===== src/rtl/irqc_pkg.sv =====
package irqc_pkg;

  localparam int REG_ADDR_W = 3;

  localparam logic [REG_ADDR_W-1:0] ADDR_LSTS = 3'd0;
  localparam logic [REG_ADDR_W-1:0] ADDR_LEN  = 3'd1;
  localparam logic [REG_ADDR_W-1:0] ADDR_GSTS = 3'd2;
  localparam logic [REG_ADDR_W-1:0] ADDR_GSEN = 3'd3;
  localparam logic [REG_ADDR_W-1:0] ADDR_GSIG = 3'd4;

  // Sticky bit update: clear what is written, then let new events win.
  function automatic logic [31:0] sticky_next(input logic [31:0] cur,
                                              input logic [31:0] clr,
                                              input logic [31:0] set,
                                              input logic [31:0] keep);
    return ((cur & ~clr) | set) & keep;
  endfunction

  // Any position where all three vectors agree.
  function automatic logic any_triple(input logic [31:0] a,
                                      input logic [31:0] b,
                                      input logic [31:0] c);
    return |(a & b & c);
  endfunction

endpackage


===== src/rtl/irqc_regport.sv =====
module irqc_regport
  import irqc_pkg::*;
#(
  parameter int DATA_W   = 32,
  parameter int LOCAL_W  = 12,
  parameter int NUM_CTRL = 2
) (
  input  logic                  reg_wr,
  input  logic [REG_ADDR_W-1:0] reg_addr,
  input  logic [DATA_W-1:0]     reg_wdata,
  output logic [DATA_W-1:0]     reg_rdata,
  input  logic [LOCAL_W-1:0]    lsts,
  input  logic [LOCAL_W-1:0]    len,
  input  logic [NUM_CTRL-1:0]   gsts,
  input  logic [NUM_CTRL-1:0]   gsen,
  input  logic [NUM_CTRL-1:0]   gsig,
  output logic [LOCAL_W-1:0]    lsts_clr,
  output logic                  len_we,
  output logic [NUM_CTRL-1:0]   gsts_clr,
  output logic                  gsen_we,
  output logic                  gsig_we
);

  logic hit_lsts, hit_gsts;

  assign hit_lsts = reg_wr && (reg_addr == ADDR_LSTS);
  assign hit_gsts = reg_wr && (reg_addr == ADDR_GSTS);
  assign len_we   = reg_wr && (reg_addr == ADDR_LEN);
  assign gsen_we  = reg_wr && (reg_addr == ADDR_GSEN);
  assign gsig_we  = reg_wr && (reg_addr == ADDR_GSIG);

  assign lsts_clr = hit_lsts ? reg_wdata[LOCAL_W-1:0]  : '0;
  assign gsts_clr = hit_gsts ? reg_wdata[NUM_CTRL-1:0] : '0;

  always_comb begin
    case (reg_addr)
      ADDR_LSTS: reg_rdata = DATA_W'(lsts);
      ADDR_LEN:  reg_rdata = DATA_W'(len);
      ADDR_GSTS: reg_rdata = DATA_W'(gsts);
      ADDR_GSEN: reg_rdata = DATA_W'(gsen);
      ADDR_GSIG: reg_rdata = DATA_W'(gsig);
      default:   reg_rdata = '0;
    endcase
  end

endmodule


===== src/rtl/irqc_local_bank.sv =====
module irqc_local_bank
  import irqc_pkg::*;
#(
  parameter int                 LOCAL_W = 12,
  parameter logic [LOCAL_W-1:0] VALID   = '1
) (
  input  logic               clk,
  input  logic               rst_n,
  input  logic [LOCAL_W-1:0] evt,
  input  logic [LOCAL_W-1:0] sts_clr,
  input  logic               en_we,
  input  logic [LOCAL_W-1:0] en_wdata,
  output logic [LOCAL_W-1:0] sts,
  output logic [LOCAL_W-1:0] en,
  output logic               summary
);

  logic [LOCAL_W-1:0] set_hit;
  logic [LOCAL_W-1:0] clr_hit;
  logic [LOCAL_W-1:0] sts_n;
  logic [LOCAL_W-1:0] en_n;

  assign set_hit = evt & VALID;
  assign clr_hit = sts_clr & ~set_hit & VALID;
  assign sts_n   = LOCAL_W'(sticky_next(32'(sts), 32'(sts_clr),
                                        32'(evt), 32'(VALID)));
  assign en_n    = en_we ? (en_wdata & VALID) : en;
  assign summary = |(sts & en);

  always_ff @(posedge clk) begin
    if (!rst_n) begin
      sts <= '0;
      en  <= '0;
    end else begin
      sts <= sts_n;
      en  <= en_n;
    end
  end

  AST_EVT_LATCHED: assert property (@(posedge clk) disable iff (!rst_n)
    (set_hit != '0) |=> ((sts & $past(set_hit)) == $past(set_hit)));

  AST_W1C_CLEARS: assert property (@(posedge clk) disable iff (!rst_n)
    ((clr_hit & sts) != '0) |=> ((sts & $past(clr_hit)) == '0));

  AST_QUIET_HOLDS: assert property (@(posedge clk) disable iff (!rst_n)
    (sts_clr == '0 && set_hit == '0) |=> $stable(sts));

endmodule


===== src/rtl/irqc_global_bank.sv =====
module irqc_global_bank
  import irqc_pkg::*;
#(
  parameter int NUM_CTRL = 2
) (
  input  logic                clk,
  input  logic                rst_n,
  input  logic [NUM_CTRL-1:0] src,
  input  logic [NUM_CTRL-1:0] sts_clr,
  input  logic                sen_we,
  input  logic                sig_we,
  input  logic [NUM_CTRL-1:0] wdata,
  output logic [NUM_CTRL-1:0] sts,
  output logic [NUM_CTRL-1:0] sen,
  output logic [NUM_CTRL-1:0] sig,
  output logic                line
);

  for (genvar g = 0; g < NUM_CTRL; g++) begin : g_ctrl
    always_ff @(posedge clk) begin
      if (!rst_n) begin
        sts[g] <= 1'b0;
        sen[g] <= 1'b0;
        sig[g] <= 1'b0;
      end else begin
        sts[g] <= (sts[g] & ~sts_clr[g]) | src[g];
        if (sen_we) sen[g] <= wdata[g];
        if (sig_we) sig[g] <= wdata[g];
      end
    end
  end

  assign line = any_triple(32'(sts), 32'(sen), 32'(sig));

  AST_GLB_SRC_SETS: assert property (@(posedge clk) disable iff (!rst_n)
    (src != '0) |=> ((sts & $past(src)) == $past(src)));

  AST_GLB_QUIET_HOLDS: assert property (@(posedge clk) disable iff (!rst_n)
    (src == '0 && sts_clr == '0) |=> $stable(sts));

endmodule


===== src/rtl/shared_irq_ctrl.sv =====
module shared_irq_ctrl
  import irqc_pkg::*;
#(
  parameter int                 DATA_W    = 32,
  parameter int                 LOCAL_W   = 12,
  parameter int                 NUM_CTRL  = 2,
  parameter logic [LOCAL_W-1:0] EVT_VALID = 12'hF0F
) (
  input  logic                  clk,
  input  logic                  rst_n,
  input  logic                  reg_wr,
  input  logic [REG_ADDR_W-1:0] reg_addr,
  input  logic [DATA_W-1:0]     reg_wdata,
  output logic [DATA_W-1:0]     reg_rdata,
  input  logic [LOCAL_W-1:0]    evt_pulse,
  input  logic [NUM_CTRL-2:0]   sib_req,
  output logic                  irq
);

  logic [LOCAL_W-1:0]  lsts, len, lsts_clr;
  logic                len_we, local_summary;
  logic [NUM_CTRL-1:0] gsts, gsen, gsig, gsts_clr, gsrc;
  logic                gsen_we, gsig_we;

  irqc_regport #(
    .DATA_W(DATA_W), .LOCAL_W(LOCAL_W), .NUM_CTRL(NUM_CTRL)
  ) i_port (
    .reg_wr(reg_wr), .reg_addr(reg_addr), .reg_wdata(reg_wdata),
    .reg_rdata(reg_rdata), .lsts(lsts), .len(len), .gsts(gsts),
    .gsen(gsen), .gsig(gsig), .lsts_clr(lsts_clr), .len_we(len_we),
    .gsts_clr(gsts_clr), .gsen_we(gsen_we), .gsig_we(gsig_we)
  );

  irqc_local_bank #(
    .LOCAL_W(LOCAL_W), .VALID(EVT_VALID)
  ) i_local (
    .clk(clk), .rst_n(rst_n), .evt(evt_pulse), .sts_clr(lsts_clr),
    .en_we(len_we), .en_wdata(reg_wdata[LOCAL_W-1:0]),
    .sts(lsts), .en(len), .summary(local_summary)
  );

  assign gsrc = {sib_req, local_summary};

  irqc_global_bank #(
    .NUM_CTRL(NUM_CTRL)
  ) i_global (
    .clk(clk), .rst_n(rst_n), .src(gsrc), .sts_clr(gsts_clr),
    .sen_we(gsen_we), .sig_we(gsig_we), .wdata(reg_wdata[NUM_CTRL-1:0]),
    .sts(gsts), .sen(gsen), .sig(gsig), .line(irq)
  );

  AST_IRQ_NEEDS_STATUS: assert property (@(posedge clk) disable iff (!rst_n)
    irq |-> (gsts != '0));

  AST_IRQ_MASKED: assert property (@(posedge clk) disable iff (!rst_n)
    (gsen == '0 || gsig == '0) |-> !irq);

  AST_OWN_NEEDS_ENABLE: assert property (@(posedge clk) disable iff (!rst_n)
    ((lsts & len) == '0 && gsts[0] == 1'b0) |=> !gsts[0]);

endmodule


===== config.mk =====
export PLATFORM = sky130hd
export DESIGN_NAME = shared_irq_ctrl
export DESIGN_NICKNAME = d
export VERILOG_FILES = /design/src/rtl/irqc_pkg.sv /design/src/rtl/irqc_regport.sv /design/src/rtl/irqc_local_bank.sv /design/src/rtl/irqc_global_bank.sv /design/src/rtl/shared_irq_ctrl.sv
export SDC_FILE = /design/constraint.sdc
export NUM_CORES = 1
export LEC_CHECK = 0
export ABC_AREA = 1
export BUFFER_PORTS_ARGS = -buffer_cell sky130_fd_sc_hd__buf_2
export CAP_MARGIN = 20
export CORE_UTILIZATION = 45
export DETAILED_ROUTE_END_ITERATION = 16
export GPL_TIMING_DRIVEN = 0
export PLACE_DENSITY = 0.81
export SLEW_MARGIN = 10
export SYNTH_ARGS = -nofsm -noshare
export SYNTH_HDL_FRONTEND = slang
export SYNTH_HIERARCHICAL = 1
export SYNTH_SLANG_ARGS = --single-unit
export TNS_END_PERCENT = 1

===== constraint.sdc =====
create_clock -name clk -period 1.57 [get_ports clk]
set_clock_uncertainty 0.1 [all_clocks]
set_input_delay 0.157 -clock clk [delete_from_list [all_inputs] [get_ports clk]]
set_output_delay 0.157 -clock clk [all_outputs]
set_load 0.01 [all_outputs]

==> results of run 1 <==
cell type report:
type,count,area share
tap,44,0.0275
inverter,44,0.0824
buffer,32,0.126
multi-input combinational,162,0.372
sequential,22,0.220
timing repair buffer,46,0.155
clock buffer,4,0.0181
layer usage:
layer  vias to the layer above  track usage  share of wire
li1                        800            -              -
met3                         7       0.0346          0.058
met4                         0        0.113          0.022
met5                         -            0              0
met1                       629        0.239           0.43
met2                        65        0.349           0.49
timing repair:
item,CTS,global route
hold endpoints to repair,15,1
resized for setup,0,0
hold buffers,15,1
power groups by stage:
stage | logic [mW] | registers [mW] | clock network (mW)
floorplan | 0.187 | 0.617 | 0
global placement | 0.247 | 0.623 | 0
detailed placement | 0.250 | 0.623 | 0
CTS | 0.279 | 0.611 | 0.322
global route | 0.322 | 0.616 | 0.348
finish | 0.288 | 0.612 | 0.313
through the flow:
| stage | instance area [sq um] | setup WS (ps) | hold WS, ps |
|---|---|---|---|
| 6_report | 2000 | 124 | 47.4 |
| 3_5_place_dp | 1810 | -181 | 268 |
| 2_1_floorplan | 1600 | 157 | 174 |
| 4_1_cts | 1990 | 150 | 10.1 |
| 3_3_place_gp | 1810 | -206 | 261 |
| 5_1_grt | 2000 | 47.5 | 49.5 |
registers in the layout, summed over array words and instances, names as in the netlist:
register and flops:
i_global/sts 2, i_local/sts 8, i_global/sen 2, i_local/en 8
i_global/sig 2
path summary, 6_finish.rpt:
kind,end,slack [ps],cells after the start
min reg2reg,i_global/sig[0],400,2
min,i_local/en[0],50,3
max reg2reg,i_global/sts[0],630,6
max,i_local/en[8],120,8
worst reg2reg max path: cells and delay by family (launching register included):
kind                   cells  cell delay [ps]
flip-flops                 1              350
AND/OR/NAND/NOR            4              280
buffers and inverters      1               70
AO/OA/AOI/OAI              1               50
cells in the final DEF (no fill, tap or decap), types with 8 or more instances in the layout:
cell type      instances
inv_1                 40
o21ai_0               11
buf_2                 30
dfxtp_1               22
conb_1                28
buf_4                 29
nor2_1                45
dlygate4sd3_1         16
a21oi_1                8
nand2_1               38
o21ai_2                9
nand3_1                8
==> run metrics, run 1 <==
outcome completed; Final Hold Fails 0; max_cap viols 0; Ys Warns 6; period utilization 0.921; Pre-Repair DR Iteration Count 4; RSZ-0062 raised after global routing no; WP data required 1690 ps; # rows 20; Worst Setup Start Kind input pin; fmax 691 MHz; vias after detailed routing 1501; fraction of layout cells with a size suffix above 1 0.290; Max Slew Vio Count 0; worst path cell trace buf_2 -> inv_2 -> nand3b_2 -> buf_6 -> nor2_1 -> inv_2 -> nor2_1 -> nor2_1; final worst path period need 1450 ps; Port Buf Inserts 30; Final Util 0.646; total global routing overflow 0; register area 440 sq um; DR WL/cell 9.42 um; initial core utilization 0.485; Worst-path clk slew 120 ps; DR vias/cell 4.24; Logic pwr share 0.238; CTS root buffer clkbuf_4; Max rail drop VDD 0.426 mV; Core Box Area 3100 sq um; CTS Sinks 22; post-route setup TNS 0 ps; Final Instance Count excl. Fillers 354; Power Dens Cells 605 nW/um^2; antenna cells 0; Num CTS Buffers 3; dpl hpwl 2.27 mm; Skew-Pair Late Insertion Delay 310 ps; Die H 59.8 um; GP Congestion 0.890; Max FO, Critical Path 10; Die Wd 59.8 um; final setup vio count 0; sequential power share 0.505; Critical Setup Path Class input pin to flip-flop; NetSw 0.342 mW; ANT nets after route 0; Cells after Synth 234; DRC viols 0; Most Frequent Cell on Critical Path nor2_1; initial antenna violation count 0; switching share of total power 0.282; FF-to-FF Start i_local/sts[2]; Worst path slowest cell nor2_1; synthesized cell area 1500 sq um; # IOs 84; vias in the first global route 1309; Avg Synthesized Cell Area 6.43 sq um; P_int 0.871 mW; Leakage 1.05 nW; Clk network pwr share 0.258; first-pass GRT wire length 5.42 mm; pin count of the biggest net entering global routing 15; GRT Util Overall 0.204; worst slew pin tran 611 ps; slowest stage delay, CP 420 ps; CP endpoint kind flip-flop; relative slew slack 0.589; crit path from reg_addr[2]; total wire length 3.33 mm; # Post-CTS Setup Buffers 0; CTS tree built; multi-input logic area 744 sq um; CTS max path bufs 2; Hold WC Path Type input pin to flip-flop; Layout area overhead 33.2%; Buf+Inv Stages, Crit Path 4; Final Total Pwr 1.21 mW; hold_sp reg_wdata[0]; Nets 362; H-tree depth 1; Top delay family on crit path simple AND/OR/NAND/NOR gates; area of the die 3580 sq um; fillers 292; Iteration-0 DRC Markers 47; Arr. time, crit path 1560 ps; Placed Cells 334
(Power assumes the default switching activity.)
==> run 2, diff against run 1 <==
--- a/config.mk
+++ b/config.mk
@@ -8,10 +8,11 @@
 export ABC_AREA = 1
 export BUFFER_PORTS_ARGS = -buffer_cell sky130_fd_sc_hd__buf_2
 export CAP_MARGIN = 20
-export CORE_UTILIZATION = 45
+export CORE_UTILIZATION = 46
+export CTS_BUF_LIST = sky130_fd_sc_hd__clkbuf_4 sky130_fd_sc_hd__clkbuf_8
 export DETAILED_ROUTE_END_ITERATION = 16
 export GPL_TIMING_DRIVEN = 0
-export PLACE_DENSITY = 0.81
+export PLACE_DENSITY = 0.82
 export SLEW_MARGIN = 10
 export SYNTH_ARGS = -nofsm -noshare
 export SYNTH_HDL_FRONTEND = slang
==> run 2 against run 1 <==
Effect of this change: clock power is 2% lower; non-clock buffer count is 1 lower; cell area is 0.50% lower; die area is 2.1% lower; power is 0.87% lower; critical path type unchanged; largest cell class unchanged; highest routed layer unchanged.
==> run metrics, run 2 (synthesized netlist as in run 1, its figures left out) <==
# Post-CTS Setup Buffers 0 (unchanged); Logic pwr share 0.237 (was 0.238); period utilization 0.933 (was 0.921); initial core utilization 0.489 (was 0.485); NetSw 0.333 mW (was 0.342 mW); R2R setup slack 620 ps (was 630 ps); commonest non-fill, non-tap cells in the layout nor2_1, inv_1, nand2_1 (unchanged); Iteration-0 DRC Markers 39 (was 47); # rows 20 (unchanged); Die H 59.2 um (was 59.8 um); area of the die 3500 sq um (was 3580 sq um); Leakage 1.05 nW (about the same); Layout area overhead 32.5% (was 33.2%); GRT Util Overall 0.195 (was 0.204); # IOs 84 (unchanged); vias in the first global route 1299 (was 1309); hold_sp reg_wdata[1] (was reg_wdata[0]); DR vias/cell 4.24 (about the same); pin count of the biggest net entering global routing 15 (unchanged); total wire length 3.16 mm (was 3.33 mm); max_cap viols 0 (unchanged); Pre-Repair DR Iteration Count 4 (unchanged); GP Congestion 0.903 (was 0.890); Nets 361 (was 362); Power Dens Cells 603 nW/um^2 (was 605 nW/um^2); outcome completed (unchanged); H-tree depth 1 (unchanged); WP data required 1670 ps (was 1690 ps); worst slew pin tran 613 ps (was 611 ps); largest registers i_local/en (8), i_local/sts (8) (unchanged); CP endpoint kind flip-flop (unchanged); Clk network pwr share 0.255 (was 0.258); CTS max path bufs 2 (unchanged); Arr. time, crit path 1560 ps (about the same); fmax 683 MHz (was 691 MHz); relative slew slack 0.587 (was 0.589); vias after detailed routing 1495 (was 1501); DRC viols 0 (unchanged); Skew-Pair Late Insertion Delay 300 ps (was 310 ps); CTS Sinks 22 (unchanged); Worst-path clk slew 110 ps (was 120 ps); final setup vio count 0 (unchanged); Critical Setup Path Class input pin to flip-flop (unchanged); Final Total Pwr 1.20 mW (was 1.21 mW); FF-to-FF Start i_local/sts[10] (was i_local/sts[2]); CTS root buffer clkbuf_4 (unchanged); ANT nets after route 0 (unchanged); Port Buf Inserts 30 (unchanged); final worst path period need 1460 ps (was 1450 ps); crit path from reg_addr[2] (unchanged); dpl hpwl 2.30 mm (was 2.27 mm); Core Box Area 3080 sq um (was 3100 sq um); CTS tree built (unchanged); Worst Setup Start Kind input pin (unchanged); switching share of total power 0.277 (was 0.282); Max FO, Critical Path 10 (unchanged); Hold WC Path Type input pin to flip-flop (unchanged); first-pass GRT wire length 5.26 mm (was 5.42 mm); DR WL/cell 8.94 um (was 9.42 um); fraction of layout cells with a size suffix above 1 0.291 (was 0.290); antenna cells 0 (unchanged); total global routing overflow 0 (unchanged); Max rail drop VDD 0.609 mV (was 0.426 mV); sequential power share 0.508 (was 0.505); P_int 0.869 mW (was 0.871 mW); Worst Hold Margin 25.8 ps (was 47.4 ps); RSZ-0062 raised after global routing no (unchanged); Num CTS Buffers 3 (unchanged); commonest non-fill, non-tap cell in the layout nor2_1 (unchanged); Die Wd 59.2 um (was 59.8 um); Max Slew Vio Count 0 (unchanged); initial antenna violation count 0 (unchanged); Final Hold Fails 0 (unchanged)
run 2: cell count changes in the layout (fill, tap and decap cells not counted), sizes merged:
| cell | delta |
|---|---|
| dlygate4sd3 | -1 |
run 2: path summary, 6_finish.rpt:
| path | endpoint | cells past startpoint |
|---|---|---|
| max reg2reg | i_global/sts[0] | 6 |
| min | i_local/en[1] | 3 |
| min reg2reg | i_global/sts[0] | 2 |
| max | i_local/en[0] | 8 |
run 2: metal layers:
layer	part of all wire	wire length, um	vias up	global-route usage
li1	-	-	799	-
met1	0.47	1480	655	0.232
met2	0.49	1560	39	0.361
met3	0.031	99	2	0.0153
met4	0.0073	23	0	0.0714
met5	0	0	-	0
run 2: repair_timing:
item | CTS | global route
hold endpoints to repair | 15 | 0
hold buffers | 15 | 0
gates resized for setup | 0 | 0
run 2: layout make-up:
cell class                      count  area, sq um
Fill cell                         289         1080
Multi-Input combinational cell    162          744
Sequential cell                    22          440
Timing Repair Buffer               45          300
Buffer                             32          251
Inverter                           44          165
Tap cell                           44         55.1
Clock buffer                        4         36.3
run 2: critical path: stages:
cell and delay [ps]:
buf_2 140, inv_2 150, nand3b_2 140, buf_6 180, nor2_1 410, inv_2 190, nor2_1 130, nor2_1 60
run 2: power groups by stage:
stage | registers (mW) | logic (mW) | clock network [mW]
final | 0.611 | 0.284 | 0.306
after global routing | 0.614 | 0.320 | 0.338
after CTS | 0.610 | 0.280 | 0.315
after detailed placement | 0.623 | 0.251 | 0
after global placement | 0.622 | 0.247 | 0
after floorplan | 0.617 | 0.187 | 0
run 2: stage by stage:
step / instance area, sq um / utilization / std cells / setup slack [ps] / TNS, ps
after floorplan: 1600 / - / 260 / 157 / 0
after global placement: 1810 / 0.587 / 334 / -194 / -1540
after detailed placement: 1810 / 0.587 / 334 / -190 / -1440
after CTS: 1990 / 0.648 / 353 / 134 / 0
after global routing: 1990 / 0.648 / 353 / 31.4 / 0
final: 1990 / 0.648 / 353 / 105 / 0
